<file path="src/rtl/fpm_pkg.sv">
package fpm_pkg;
  typedef enum logic [2:0] {
    ST_PRE  = 3'd0,
    ST_IDLE = 3'd1,
    ST_ROW  = 3'd2,
    ST_COL  = 3'd3,
    ST_RCAS = 3'd4,
    ST_RRAS = 3'd5
  } seq_state_e;

  typedef enum logic {
    SPLIT_11_11 = 1'b0,
    SPLIT_12_10 = 1'b1
  } split_mode_e;
endpackage

</file>
<file path="src/rtl/fpm_addr_split.sv">
module fpm_addr_split #(
  parameter int AW = 22,
  parameter int RN = 11,
  parameter int PW = 12
) (
  input  logic [AW-1:0] addr_i,
  input  logic          wide_row_i,
  output logic [PW-1:0] row_o,
  output logic [PW-1:0] col_o
);
  localparam int CN = AW - RN;  // column bits with narrow row
  localparam int CM = CN - 1;   // column bits with wide row

  always_comb begin
    row_o = '0;
    col_o = '0;
    if (wide_row_i) begin
      row_o[RN:0]   = addr_i[AW-1:CM];
      col_o[CM-1:0] = addr_i[CM-1:0];
    end else begin
      row_o[RN-1:0] = addr_i[AW-1:CN];
      col_o[CN-1:0] = addr_i[CN-1:0];
    end
  end
endmodule

</file>
<file path="src/rtl/fpm_ref_timer.sv">
module fpm_ref_timer #(
  parameter int INTERVAL = 780
) (
  input  logic clk_i,
  input  logic rst_ni,
  input  logic take_i,
  output logic due_o
);
  localparam int TW = $clog2(INTERVAL + 1);
  typedef logic [TW-1:0] tcnt_t;

  tcnt_t cnt_q;
  logic  due_q;
  logic  wrap;

  assign wrap  = (cnt_q == '0);
  assign due_o = due_q;

  always_ff @(posedge clk_i or negedge rst_ni) begin
    if (!rst_ni) begin
      cnt_q <= tcnt_t'(INTERVAL - 1);
      due_q <= 1'b0;
    end else begin
      cnt_q <= wrap ? tcnt_t'(INTERVAL - 1) : cnt_q - 1'b1;
      // a new expiry wins over a take in the same clock
      due_q <= wrap | (due_q & ~take_i);
    end
  end
endmodule

</file>
<file path="src/rtl/fpm_seq.sv">
module fpm_seq
  import fpm_pkg::*;
#(
  parameter int T_RCD = 2,
  parameter int T_CAS = 2,
  parameter int T_RP  = 2,
  parameter int T_CSR = 1,
  parameter int T_RFH = 3
) (
  input  logic clk_i,
  input  logic rst_ni,
  input  logic req_i,
  input  logic we_i,
  input  logic ref_due_i,
  output logic accept_o,
  output logic ref_take_o,
  output logic capture_o,
  output logic row_sel_o,
  output logic col_sel_o,
  output logic ras_no,
  output logic cas_no,
  output logic we_no,
  output logic dq_oe_o,
  output logic ack_o
);
  localparam int M1   = (T_RCD > T_CAS) ? T_RCD : T_CAS;
  localparam int M2   = (M1 > T_RP) ? M1 : T_RP;
  localparam int M3   = (M2 > T_CSR) ? M2 : T_CSR;
  localparam int TMAX = (M3 > T_RFH) ? M3 : T_RFH;
  localparam int CW   = $clog2(TMAX + 1);
  typedef logic [CW-1:0] cnt_t;

  seq_state_e state_q, state_d;
  cnt_t       cnt_q, cnt_d;
  logic       wr_q, wr_d;
  logic       last;
  logic       ras_q, cas_q, we_q, oe_q, ack_q;
  logic       ras_d, cas_d, we_d, oe_d, ack_d;

  assign last = (cnt_q == '0);

  always_comb begin
    state_d    = state_q;
    cnt_d      = last ? '0 : cnt_q - 1'b1;
    wr_d       = wr_q;
    accept_o   = 1'b0;
    ref_take_o = 1'b0;
    ack_d      = 1'b0;
    unique case (state_q)
      ST_IDLE: begin
        if (ref_due_i) begin
          state_d    = ST_RCAS;
          cnt_d      = cnt_t'(T_CSR - 1);
          ref_take_o = 1'b1;
        end else if (req_i) begin
          state_d  = ST_ROW;
          cnt_d    = cnt_t'(T_RCD - 1);
          wr_d     = we_i;
          accept_o = 1'b1;
        end
      end
      ST_ROW: if (last) begin
        state_d = ST_COL;
        cnt_d   = cnt_t'(T_CAS - 1);
      end
      ST_COL: if (last) begin
        state_d = ST_PRE;
        cnt_d   = cnt_t'(T_RP - 1);
        ack_d   = 1'b1;
      end
      ST_RCAS: if (last) begin
        state_d = ST_RRAS;
        cnt_d   = cnt_t'(T_RFH - 1);
      end
      ST_RRAS: if (last) begin
        state_d = ST_PRE;
        cnt_d   = cnt_t'(T_RP - 1);
      end
      ST_PRE: if (last) state_d = ST_IDLE;
      default: begin
        state_d = ST_PRE;
        cnt_d   = cnt_t'(T_RP - 1);
      end
    endcase
  end

  assign capture_o = ack_d & ~wr_q;
  assign row_sel_o = (state_d == ST_ROW);
  assign col_sel_o = (state_d == ST_COL);

  // pins are registered from the next state so they never glitch
  always_comb begin
    ras_d = ~(state_d == ST_ROW || state_d == ST_COL || state_d == ST_RRAS);
    cas_d = ~(state_d == ST_COL || state_d == ST_RCAS || state_d == ST_RRAS);
    oe_d  = (state_d == ST_ROW || state_d == ST_COL) && wr_d;
    we_d  = ~oe_d;
  end

  always_ff @(posedge clk_i or negedge rst_ni) begin
    if (!rst_ni) begin
      state_q <= ST_PRE;
      cnt_q   <= cnt_t'(T_RP - 1);
      wr_q    <= 1'b0;
      ras_q   <= 1'b1;
      cas_q   <= 1'b1;
      we_q    <= 1'b1;
      oe_q    <= 1'b0;
      ack_q   <= 1'b0;
    end else begin
      state_q <= state_d;
      cnt_q   <= cnt_d;
      wr_q    <= wr_d;
      ras_q   <= ras_d;
      cas_q   <= cas_d;
      we_q    <= we_d;
      oe_q    <= oe_d;
      ack_q   <= ack_d;
    end
  end

  assign ras_no  = ras_q;
  assign cas_no  = cas_q;
  assign we_no   = we_q;
  assign dq_oe_o = oe_q;
  assign ack_o   = ack_q;
endmodule

</file>
<file path="src/rtl/fpm_dram_ctrl.sv">
module fpm_dram_ctrl
  import fpm_pkg::*;
#(
  parameter int DW           = 4,
  parameter int AW           = 22,
  parameter int ROW_NARROW   = 11,
  parameter int REF_INTERVAL = 780,
  parameter int T_RCD        = 2,
  parameter int T_CAS        = 2,
  parameter int T_RP         = 2,
  parameter int T_CSR        = 1,
  parameter int T_RFH        = 3,
  localparam int PW = ((ROW_NARROW + 1) > (AW - ROW_NARROW)) ? (ROW_NARROW + 1)
                                                             : (AW - ROW_NARROW)
) (
  input  logic          clk_i,
  input  logic          rst_ni,
  input  logic          req_i,
  input  logic          we_i,
  input  logic          mode_i,
  input  logic [AW-1:0] addr_i,
  input  logic [DW-1:0] wdata_i,
  output logic          ack_o,
  output logic [DW-1:0] rdata_o,
  output logic          dram_ras_no,
  output logic          dram_cas_no,
  output logic          dram_we_no,
  output logic [PW-1:0] dram_addr_o,
  output logic [DW-1:0] dram_dq_o,
  output logic          dram_dq_oe_o,
  input  logic [DW-1:0] dram_dq_i
);
  logic          accept, ref_take, ref_due, capture, row_sel, col_sel;
  logic [AW-1:0] addr_q, src_addr;
  logic          wide_q, src_wide;
  logic [DW-1:0] wdata_q, rdata_q;
  logic [PW-1:0] row_w, col_w, pin_addr_q;

  fpm_ref_timer #(.INTERVAL(REF_INTERVAL)) u_timer (
    .clk_i  (clk_i),
    .rst_ni (rst_ni),
    .take_i (ref_take),
    .due_o  (ref_due)
  );

  fpm_seq #(
    .T_RCD(T_RCD), .T_CAS(T_CAS), .T_RP(T_RP), .T_CSR(T_CSR), .T_RFH(T_RFH)
  ) u_seq (
    .clk_i      (clk_i),
    .rst_ni     (rst_ni),
    .req_i      (req_i),
    .we_i       (we_i),
    .ref_due_i  (ref_due),
    .accept_o   (accept),
    .ref_take_o (ref_take),
    .capture_o  (capture),
    .row_sel_o  (row_sel),
    .col_sel_o  (col_sel),
    .ras_no     (dram_ras_no),
    .cas_no     (dram_cas_no),
    .we_no      (dram_we_no),
    .dq_oe_o    (dram_dq_oe_o),
    .ack_o      (ack_o)
  );

  // row pins are launched in the accepting clock, before addr_q loads
  assign src_addr = accept ? addr_i : addr_q;
  assign src_wide = accept ? mode_i : wide_q;

  fpm_addr_split #(.AW(AW), .RN(ROW_NARROW), .PW(PW)) u_split (
    .addr_i     (src_addr),
    .wide_row_i (src_wide),
    .row_o      (row_w),
    .col_o      (col_w)
  );

  always_ff @(posedge clk_i or negedge rst_ni) begin
    if (!rst_ni) begin
      addr_q     <= '0;
      wide_q     <= SPLIT_11_11;
      wdata_q    <= '0;
      rdata_q    <= '0;
      pin_addr_q <= '0;
    end else begin
      if (accept) begin
        addr_q  <= addr_i;
        wide_q  <= mode_i;
        wdata_q <= wdata_i;
      end
      if (capture) rdata_q <= dram_dq_i;
      pin_addr_q <= row_sel ? row_w : (col_sel ? col_w : '0);
    end
  end

  assign dram_addr_o = pin_addr_q;
  assign dram_dq_o   = wdata_q;
  assign rdata_o     = rdata_q;
endmodule

</file>
<file path="config.mk">
export PLATFORM = sky130hd
export DESIGN_NAME = fpm_dram_ctrl
export DESIGN_NICKNAME = d
export VERILOG_FILES = /design/src/rtl/fpm_pkg.sv /design/src/rtl/fpm_addr_split.sv /design/src/rtl/fpm_ref_timer.sv /design/src/rtl/fpm_seq.sv /design/src/rtl/fpm_dram_ctrl.sv
export SDC_FILE = /design/constraint.sdc
export NUM_CORES = 1
export LEC_CHECK = 0
export ABC_AREA = 1
export BUFFER_PORTS_ARGS = -buffer_cell sky130_fd_sc_hd__buf_2
export CAP_MARGIN = 15
export CORE_ASPECT_RATIO = 0.6
export CORE_MARGIN = 3
export CORE_UTILIZATION = 31
export CTS_CLUSTER_SIZE = 12
export DETAILED_ROUTE_END_ITERATION = 8
export GPL_TIMING_DRIVEN = 0
export SLEW_MARGIN = 20
export SYNTH_ARGS = -nofsm -noshare
export SYNTH_HDL_FRONTEND = slang
export SYNTH_SLANG_ARGS = --single-unit
</file>
<file path="constraint.sdc">
create_clock -name clk_i -period 2.4 [get_ports clk_i]
set_input_delay 0.48 -clock clk_i [delete_from_list [all_inputs] [get_ports clk_i]]
set_output_delay 0.48 -clock clk_i [all_outputs]
set_load 0.05 [all_outputs]
</file>
==> results of run 1 <==
[worst max-delay path by stage]
stage,to,slack [ns],cells after the start
after floorplan,dram_addr_o[1]$_DFF_PN0_,0.74,9
after global placement,dram_addr_o[7]$_DFF_PN0_,0.56,10
after detailed placement,dram_addr_o[2]$_DFF_PN0_,0.56,9
after CTS,dram_addr_o[2]$_DFF_PN0_,0.54,9
after global routing,dram_addr_o[7]$_DFF_PN0_,0.39,9
final,dram_addr_o[2]$_DFF_PN0_,0.53,9
[through the flow]
stage	setup WS, ns	hold slack [ns]	total power, uW	cell area [sq um]
floorplan	0.739	0.184	3300	3010
global placement	0.562	0.451	3800	3470
detailed placement	0.555	0.455	3820	3490
CTS	0.536	0.0981	5140	3790
global route	0.393	0.113	5480	3790
finish	0.534	0.0882	5090	3790
[layout make-up]
| type | count | share of cell area |
|---|---|---|
| clock buffers | 10 | 0.0631 |
| clock inverters | 6 | 0.0152 |
| multi-input cells | 239 | 0.311 |
| repair buffers | 60 | 0.0839 |
| well taps | 130 | 0.0429 |
| flip-flops and latches | 65 | 0.432 |
| plain buffers | 14 | 0.0281 |
| inverters | 24 | 0.0238 |
[routing by layer]
layer | wire [um] | GRT usage
met2 | 3040 | 0.209
met4 | 69 | 0.0524
met3 | 431 | 0.0515
met1 | 3440 | 0.191
met5 | 0 | 0
[worst max-delay path, cell delays in order (launching register included)]
cell	delay [ns]
dfstp_2	0.53
inv_1	0.08
ha_1	0.25
or2_2	0.31
nand3_2	0.11
nand2_2	0.11
nor2_2	0.13
buf_6	0.15
nand2_1	0.07
nand2_1	0.06
[cells in the final DEF, fill, tap and decap left out, drive strengths merged, types with 5 or more instances in the layout]
master | synthesis | layout
dfrtp | 56 | 56
nor2 | 21 | 21
inv | 24 | 24
ha | 5 | 5
o21ai | 5 | 5
clkbuf | 2 | 12
nand2 | 147 | 147
dfstp | 9 | 9
nand4 | 15 | 15
buf | 12 | 72
nand3 | 24 | 24
[cell families after synthesis]
group                    Yosys count  share of synthesized area
AO/OA/AOI/OAI                     11                     0.0249
XOR/XNOR                           5                     0.0145
adder cells (fa/ha/maj)            5                     0.0208
flip-flops                        65                      0.544
AND/OR/NAND/NOR                  214                      0.316
buffers and inverters             38                     0.0652
multiplexers                       4                     0.0149
[registers in the layout (all words and copies together) (netlist names)]
register       count
addr_q            22
dram_addr_o       12
u_timer.cnt_q     10
dram_dq_o          4
rdata_o            4
u_seq.state_q      3
u_seq.cnt_q        2
u_seq.ack_o        1
u_seq.cas_no       1
u_seq.dq_oe_o      1
u_seq.ras_no       1
u_seq.we_no        1
u_seq.wr_q         1
u_timer.due_o      1
wide_q             1
[where the power goes]
| part | switching [uW] | internal [uW] | leakage (uW) |
|---|---|---|---|
| Clock | 463 | 823 | 0.000148 |
| Sequential | 122 | 1480 | 0.000796 |
| Combinational | 1570 | 633 | 0.00108 |
==> impl_metrics.py, run 1 <==
metrics = {
    "logic_synthesis": {
        "yosysWarningCount": 0,
        "yosysSeqAreaShare": 0.544,
        "async_reset_ff_frac": 1.00,
        "synth_enable_flop_cells": 0,
        "syn_avg_cell_area_sq_um": 8.81,
        "synth_most_common_cell": "nand2_1",
        "synthTopCellsByCount": "nand2_1 (144), dfrtp_1 (56), inv_1 (23)",
        "ys_ff_latch": 65,
        "synth.area.top_cells": "dfrtp_1 (47%), nand2_1 (18%), dfstp_2 (7.8%)",
        "ys.flop_type": "dfrtp_1",
        "synth.top_cell.area_share": 0.465,
        "synthCells": 342,
        "yosysTopAreaCell": "dfrtp_1",
        "syn_nets": 382,
        "synth.distinct_cells": 34,
        "synth_area_sq_mm": 0.00301,
    },
    "timing": {
        "tightestPinTransition_ns": 0.506,
        "report.final.hold_viol_count": 0,
        "maxSlewViolCount": 0,
        "fin_crit_ns": 1.87,
        "fmax_mhz": 536,
        "finalSetupViolations": 0,
        "slew_headroom": 0.662,
        "rsz0062_at_grt": "no",
        "fin_skew_ns": 0.00582,
        "min_period_over_period": 0.777,
        "setup_tns_ns": 0,
    },
    "clock_tree": {
        "clk_latency_ns": 0.33,
        "tritoncts": "built",
        "cts-hold-fix-buffers": 0,
        "cts-resized-gates": 0,
        "htreeDepth": 3,
        "cts.sinks": 65,
        "post_cts_buffers": 0,
        "cts_buffers": 9,
        "cts_root_buf": "clkbuf_16",
        "path_clk_slew_ns": 0.06,
        "clockBufferDepth": 2,
    },
    "floorplan": {
        "die_w_um": 133,
        "initial_utilization": 0.323,
        "core_area_sq_mm": 0.00932,
        "ios": 60,
        "fp-row-count": 27,
        "die_height_um": 82.4,
        "dieArea_sq_mm": 0.0110,
    },
    "final_layout": {
        "final_cells": 548,
        "post-route-util": 0.406,
        "drive_gt1_frac": 0.273,
        "nFillCells": 963,
        "antennaDiodeCount": 0,
        "syn_to_final_growth_pct": 25.8,
        "fin_nets": 453,
        "multi_input_area_sq_mm": 0.00118,
        "seqCellArea_sq_mm": 0.00164,
    },
    "route": {
        "drt-total-wl_um": 6980,
        "dr.pass1.iters": 4,
        "drt_iter0_markers": 198,
        "via_per_inst": 4.47,
        "ant_nets": 0,
        "wl_per_cell_um": 12.7,
        "route.detailed.drc": 0,
        "vias": 2447,
    },
    "status": {
        "outcome": "complete, no violations",
    },
    "placement": {
        "port-buffer-count": 59,
        "dpl.hpwl_um": 5160,
        "gp_congestion": 0.775,
        "place_inst": 532,
    },
    "worst_setup_path": {
        "crit_type": "reg2reg",
        "rr_endpoint": "dram_addr_o[2]$_DFF_PN0_",
        "cp_max_fo": 10,
        "r2r-start": "u_seq.cnt_q[0]$_DFF_PN1_",
        "r2r_setup_slack_ns": 0.53,
        "crit_required_ns": 2.67,
        "worst_setup_path_start_kind": "flop",
        "cp-end-kind": "flop",
        "crit_start": "u_seq.cnt_q[0]$_DFF_PN1_",
        "r2r_cells": 9,
        "arrival_ns": 2.14,
    },
    "power_and_ir_drop": {
        "leakage_uw": 0.00202,
        "power_density_mw_per_mm2": 1340,
        "ir_worst_vdd_uv": 463,
    },
    "global_route": {
        "grt_start_max_net_pins": 34,
        "grt_overflow": 0,
        "track_usage": 0.141,
        "antenna_found_initial": 0,
        "grt_pass1_vias": 2401,
        "grt_first_pass_wirelength_um": 11900,
    },
    "job": {
        "drv_cap": 0,
    },
    "hold_path": {
        "min_path_type": "in2async",
    },
}
Note: power is estimated with default switching activity, not from simulation.
==> run 2: changes to the inputs <==
- clock period: 2.4 -> 1.8 ns (I/O delays scaled with it)
==> run 2 against run 1 <==
Net effect:
- worst setup slack got worse by 0.43 ns
- critical path depth is the same
- utilization rose by 0.64 points
- combinational power grew 40%
- sequential power grew 34%
- largest cell class unchanged
- global-route usage hardly changed
==> impl_metrics.py, run 2 (synthesized netlist as in run 1, its figures left out) <==
metrics = {
    "timing": {
        "fin_skew_ns": 0.00667,
        "slew_headroom": 0.662,
        "fmax_mhz": 591,
        "tightestPinTransition_ns": 0.507,
        "report.final.hold_viol_count": 0,
        "rsz0062_at_grt": "no",
        "finalSetupViolations": 0,
        "maxSlewViolCount": 0,
        "min_period_over_period": 0.940,
        "fin_ws_ns": 0.107,
        "fin_crit_ns": 1.69,
    },
    "floorplan": {
        "initial_utilization": 0.323,
        "die_height_um": 82.4,
        "core_area_sq_mm": 0.00932,
        "ios": 60,
        "fp-row-count": 27,
        "die_w_um": 133,
        "dieArea_sq_mm": 0.0110,
    },
    "route": {
        "drt-total-wl_um": 7110,
        "dr.pass1.iters": 4,
        "vias": 2484,
        "ant_nets": 0,
        "wl_per_cell_um": 12.9,
        "drt_iter0_markers": 232,
        "via_per_inst": 4.52,
        "route.detailed.drc": 0,
    },
    "final_layout": {
        "antennaDiodeCount": 0,
        "layout_commonest_cell": "nand2_1",
        "largest_reg_flops": 22,
        "drive_gt1_frac": 0.283,
        "fin_nets": 455,
        "final_cells": 550,
        "final_cell_mix": "nand2_1 (142), buf_2 (62), dfrtp_1 (56)",
        "regMostFlops": "addr_q",
        "syn_to_final_growth_pct": 27.8,
    },
    "global_route": {
        "track_usage": 0.141,
        "grt_first_pass_wirelength_um": 11900,
        "grt_pass1_vias": 2415,
        "grt_overflow": 0,
        "antenna_found_initial": 0,
        "grt_start_max_net_pins": 34,
    },
    "worst_setup_path": {
        "rr_endpoint": "dram_addr_o[3]$_DFF_PN0_",
        "r2r_setup_slack_ns": 0.11,
        "cp-end-kind": "flop",
        "cp_common_cell": "nand2_1",
        "worst_setup_path_start_kind": "flop",
        "cp-endpoint": "dram_addr_o[3]$_DFF_PN0_",
        "arrival_ns": 1.96,
        "r2r_cells": 9,
        "r2r-start": "u_seq.cnt_q[0]$_DFF_PN1_",
        "slowest_delay_ns": 0.53,
        "crit_start": "u_seq.cnt_q[0]$_DFF_PN1_",
        "cp_slowest_cell": "dfstp_2",
        "crit_required_ns": 2.07,
        "crit_type": "reg2reg",
        "worstPathCellList": "inv_2 > ha_4 > or2_4 > nand3_4 > nand2_4 > nor2_4 > buf_4 > nand2_1 > nand2_1",
        "cp_max_fo": 5,
    },
    "power_and_ir_drop": {
        "leakage_uw": 0.00204,
        "power_density_mw_per_mm2": 1800,
        "ir_worst_vdd_uv": 627,
    },
    "clock_tree": {
        "cts.sinks": 65,
        "htreeDepth": 3,
        "cts_root_buf": "clkbuf_16",
        "clockBufferDepth": 2,
        "path_clk_slew_ns": 0.05,
        "tritoncts": "built",
        "clk_latency_ns": 0.33,
        "cts_buffers": 9,
    },
    "status": {
        "outcome": "complete, no violations",
    },
    "placement": {
        "gp_congestion": 0.775,
        "pre_cts_slack_ns": -0.0446,
        "dpl.hpwl_um": 5160,
        "port-buffer-count": 59,
        "place_inst": 532,
    },
    "hold_path": {
        "min_path_type": "in2reg",
    },
    "job": {
        "drv_cap": 0,
    },
}
run 2: changes by cell type in the layout (fill, tap and decap cells not counted), sizes merged:
cell         delta
buf             +1
dlygate4sd3     +1
run 2: critical path, delay by kind of cell, from the launching register on:
family,cells,cell delay [ns]
adder cells (fa/ha/maj),1,0.18
AND/OR/NAND/NOR,6,0.67
flip-flops,1,0.53
buffers and inverters,2,0.23
run 2: how the worst min path moves through the flow:
stage	end	depth (start not counted)	slack, ns	start
CTS	dram_dq_o[2]$_DFFE_PN0N_	2	0.25	wdata_i[2]
global placement	rdata_o[0]$_DFFE_PN0P_	2	0.45	rdata_o[0]$_DFFE_PN0P_
detailed placement	rdata_o[3]$_DFFE_PN0P_	1	0.34	rst_ni
global route	dram_dq_o[2]$_DFFE_PN0N_	2	0.26	wdata_i[2]
finish	dram_dq_o[1]$_DFFE_PN0N_	2	0.26	wdata_i[1]
floorplan	addr_q[0]$_DFF_PN0_	0	0.06	rst_ni
run 2: final cells by class:
cell class                 count  area, sq um
buffer                        14          106
clock buffer                  10          239
clock inverter                 6         57.6
fill                         953         5470
inverter                      24         90.1
multi-input combinational    239         1220
sequential                    65         1640
tap                          130          163
timing repair buffer          62          335
run 2: metal layers:
layer	GRT usage	vias up	wire, um
li1	-	1234	-
met1	0.191	1178	3540
met2	0.209	63	3030
met3	0.0508	9	435
met4	0.0534	0	97
met5	0	-	0
run 2: metrics by stage:
step	utilization	hold WS, ns	TNS (ns)	power, uW	instance area (sq um)
2_1_floorplan	-	0.0644	0	4400	3010
3_3_place_gp	0.372	0.451	-0.206	5070	3470
3_5_place_dp	0.375	0.336	-0.243	5100	3490
4_1_cts	0.409	0.249	0	6900	3810
5_1_grt	0.413	0.259	0	7460	3850
6_report	0.413	0.261	0	6940	3850
run 2: report_power, final:
| part | switching (uW) | internal (uW) | leakage (uW) |
|---|---|---|---|
| logic | 2170 | 918 | 0.00110 |
| clock network | 620 | 1100 | 0.000148 |
| registers | 165 | 1970 | 0.000796 |
run 2: repair_timing:
| action | 4_1_cts | 5_1_grt |
|---|---|---|
| pin swaps | 0 | 2 |
| endpoints found under the hold margin | 25 | 0 |
| hold buffers | 1 | 0 |
| buffers inserted | 0 | 0 |
| setup endpoints to repair | 10 | 10 |
| gates cloned | 0 | 1 |
| resized for setup | 4 | 7 |
==> run 3: changes to the inputs <==
- CAP_MARGIN: 15 -> 20
- PLACE_DENSITY_LB_ADDON: default -> 0.25
==> run 3 against run 2 <==
Net effect:
- non-clock buffer count up 1
- die area unchanged
- count of clock-buffer cells in the layout rose by 2
- cell area hardly changed
- critical path depth unchanged
- power rose by 0.22%
- first-iteration DRC count fell by 26%
- register-to-register slack improved by 0.04 ns
- critical endpoint is now dram_addr_o[1]$_DFF_PN0_
- sequential share of layout area about the same
- largest cell class unchanged
- sequential cell count stayed put
==> impl_metrics.py, run 3 (synthesized netlist as in run 1, its figures left out) <==
metrics = {
    "worst_setup_path": {
        "worst_setup_path_start_kind": "flop",
        "worstPathCellList": "inv_2 > ha_4 > or2_4 > nand3_4 > nand2_4 > nor2_4 > buf_6 > nand2_1 > nand2_1",
        "r2r_cells": 9,
        "r2r_setup_slack_ns": 0.14,
        "arrival_ns": 1.92,
        "crit_required_ns": 2.07,
        "cp_slowest_cell": "dfstp_2",
        "cp-endpoint": "dram_addr_o[1]$_DFF_PN0_",
        "rr_endpoint": "dram_addr_o[1]$_DFF_PN0_",
        "crit_type": "reg2reg",
        "cp_common_cell": "nand2_1",
        "critPathBufInv": 2,
        "slowest_delay_ns": 0.53,
        "cp_max_fo": 5,
        "cp-end-kind": "flop",
        "r2r-start": "u_seq.cnt_q[0]$_DFF_PN1_",
        "crit_cells": 9,
        "crit_start": "u_seq.cnt_q[0]$_DFF_PN1_",
        "path_delay_family": "simple AND/OR/NAND/NOR gates",
    },
    "placement": {
        "port-buffer-count": 59,
        "place_inst": 532,
        "gp_congestion": 0.791,
        "dpl.hpwl_um": 5200,
        "pre_cts_slack_ns": -0.0505,
    },
    "timing": {
        "report.final.hold_viol_count": 0,
        "slew_headroom": 0.681,
        "fin_crit_ns": 1.66,
        "whs_ns": 0.256,
        "finalSetupViolations": 0,
        "fmax_mhz": 604,
        "setup_tns_ns": 0,
        "min_period_over_period": 0.920,
        "fin_ws_ns": 0.144,
        "rsz0062_at_grt": "no",
        "fin_skew_ns": 0.00748,
        "tightestPinTransition_ns": 0.478,
        "maxSlewViolCount": 0,
    },
    "final_layout": {
        "final_cell_mix": "nand2_1 (143), buf_2 (62), dfrtp_1 (56)",
        "syn_to_final_growth_pct": 27.9,
        "largest_reg_flops": 22,
        "antennaDiodeCount": 0,
        "regMostFlops": "addr_q",
        "final_cells": 551,
        "fin_nets": 456,
        "multi_input_area_sq_mm": 0.00122,
        "drive_gt1_frac": 0.278,
        "layout_commonest_cell": "nand2_1",
        "nFillCells": 981,
        "seqCellArea_sq_mm": 0.00164,
    },
    "floorplan": {
        "die_w_um": 133,
        "core_area_sq_mm": 0.00932,
        "initial_utilization": 0.323,
        "die_height_um": 82.4,
        "ios": 60,
        "fp-row-count": 27,
        "dieArea_sq_mm": 0.0110,
    },
    "power_and_ir_drop": {
        "intPower_uw": 4020,
        "leakage_uw": 0.00205,
        "clkPwrFrac": 0.245,
        "p_sw_frac": 0.422,
        "ir_worst_vdd_uv": 629,
        "p_comb_frac": 0.448,
        "seqPwrFrac": 0.307,
        "p_switching_uw": 2930,
        "power_density_mw_per_mm2": 1810,
    },
    "clock_tree": {
        "cts_root_buf": "clkbuf_16",
        "clk_latency_ns": 0.33,
        "cts.sinks": 65,
        "tritoncts": "built",
        "cts_buffers": 9,
        "htreeDepth": 3,
        "clockBufferDepth": 2,
        "path_clk_slew_ns": 0.06,
    },
    "status": {
        "outcome": "complete, no violations",
    },
    "global_route": {
        "grt_first_pass_wirelength_um": 11900,
        "antenna_found_initial": 0,
        "grt_start_max_net_pins": 42,
        "grt_pass1_vias": 2450,
        "grt_overflow": 0,
        "track_usage": 0.142,
    },
    "route": {
        "via_per_inst": 4.48,
        "drt-total-wl_um": 7090,
        "dr.pass1.iters": 4,
        "wl_per_cell_um": 12.9,
        "route.detailed.drc": 0,
        "vias": 2469,
        "ant_nets": 0,
        "drt_iter0_markers": 171,
    },
    "hold_path": {
        "hold_path_depth": 2,
        "min_path_type": "in2reg",
    },
    "job": {
        "drv_cap": 0,
    },
}
[run 3: worst reg2reg max path: stages (launching register included)]
cell and delay [ns]:
dfstp_2 0.53, inv_2 0.06, ha_4 0.18, or2_4 0.26, nand3_4 0.07, nand2_4 0.08, nor2_4 0.16, buf_6 0.13
nand2_1 0.06, nand2_1 0.07
[run 3: power by group through the flow]
| stage | clock, uW | sequential [uW] | combinational, uW |
|---|---|---|---|
| after floorplan | 0 | 2810 | 1590 |
| after global placement | 0 | 2140 | 2930 |
| after detailed placement | 0 | 2160 | 2960 |
| after CTS | 1750 | 2140 | 3050 |
| after global routing | 1830 | 2180 | 3450 |
| final | 1710 | 2130 | 3120 |
[run 3: area by class of cell]
class	count	share of cell area
Buffer	14	0.0276
Inverter	24	0.0234
Clock buffer	12	0.0640
Clock inverter	4	0.0117
Sequential cell	65	0.425
Timing Repair Buffer	63	0.0899
Multi-Input combinational cell	239	0.316
Tap cell	130	0.0422
[run 3: routing by layer]
metal	wire length (um)	vias to the layer above	GRT usage	part of all wire
met3	416	10	0.0551	0.059
met4	101	0	0.0524	0.014
met1	3500	1169	0.187	0.49
met5	0	-	0	0
li1	-	1234	-	-
met2	3080	56	0.215	0.43
[run 3: worst min-delay path by stage]
stage / from / end
after floorplan: rst_ni / addr_q[0]$_DFF_PN0_
after global placement: rdata_o[3]$_DFFE_PN0P_ / rdata_o[3]$_DFFE_PN0P_
after detailed placement: rst_ni / u_timer.cnt_q[2]$_DFF_PN0_
after CTS: wdata_i[2] / dram_dq_o[2]$_DFFE_PN0N_
after global routing: we_i / u_seq.wr_q$_DFF_PN0_
final: wdata_i[1] / dram_dq_o[1]$_DFFE_PN0N_
[run 3: through the flow]
stage	power (uW)	util	area, sq um
3_3_place_gp	5070	0.372	3470
6_report	6960	0.413	3850
3_5_place_dp	5120	0.375	3490
5_1_grt	7460	0.413	3850
4_1_cts	6940	0.409	3820
2_1_floorplan	4400	-	3010
[run 3: repair_timing]
action                                  CTS  global route
cloned                                    0             1
hold buffers                              1             0
endpoints found under the setup margin   11            11
hold endpoints to repair                 17             0
setup buffers                             0             1
pin swaps                                 0             3
resized for setup                         5             6
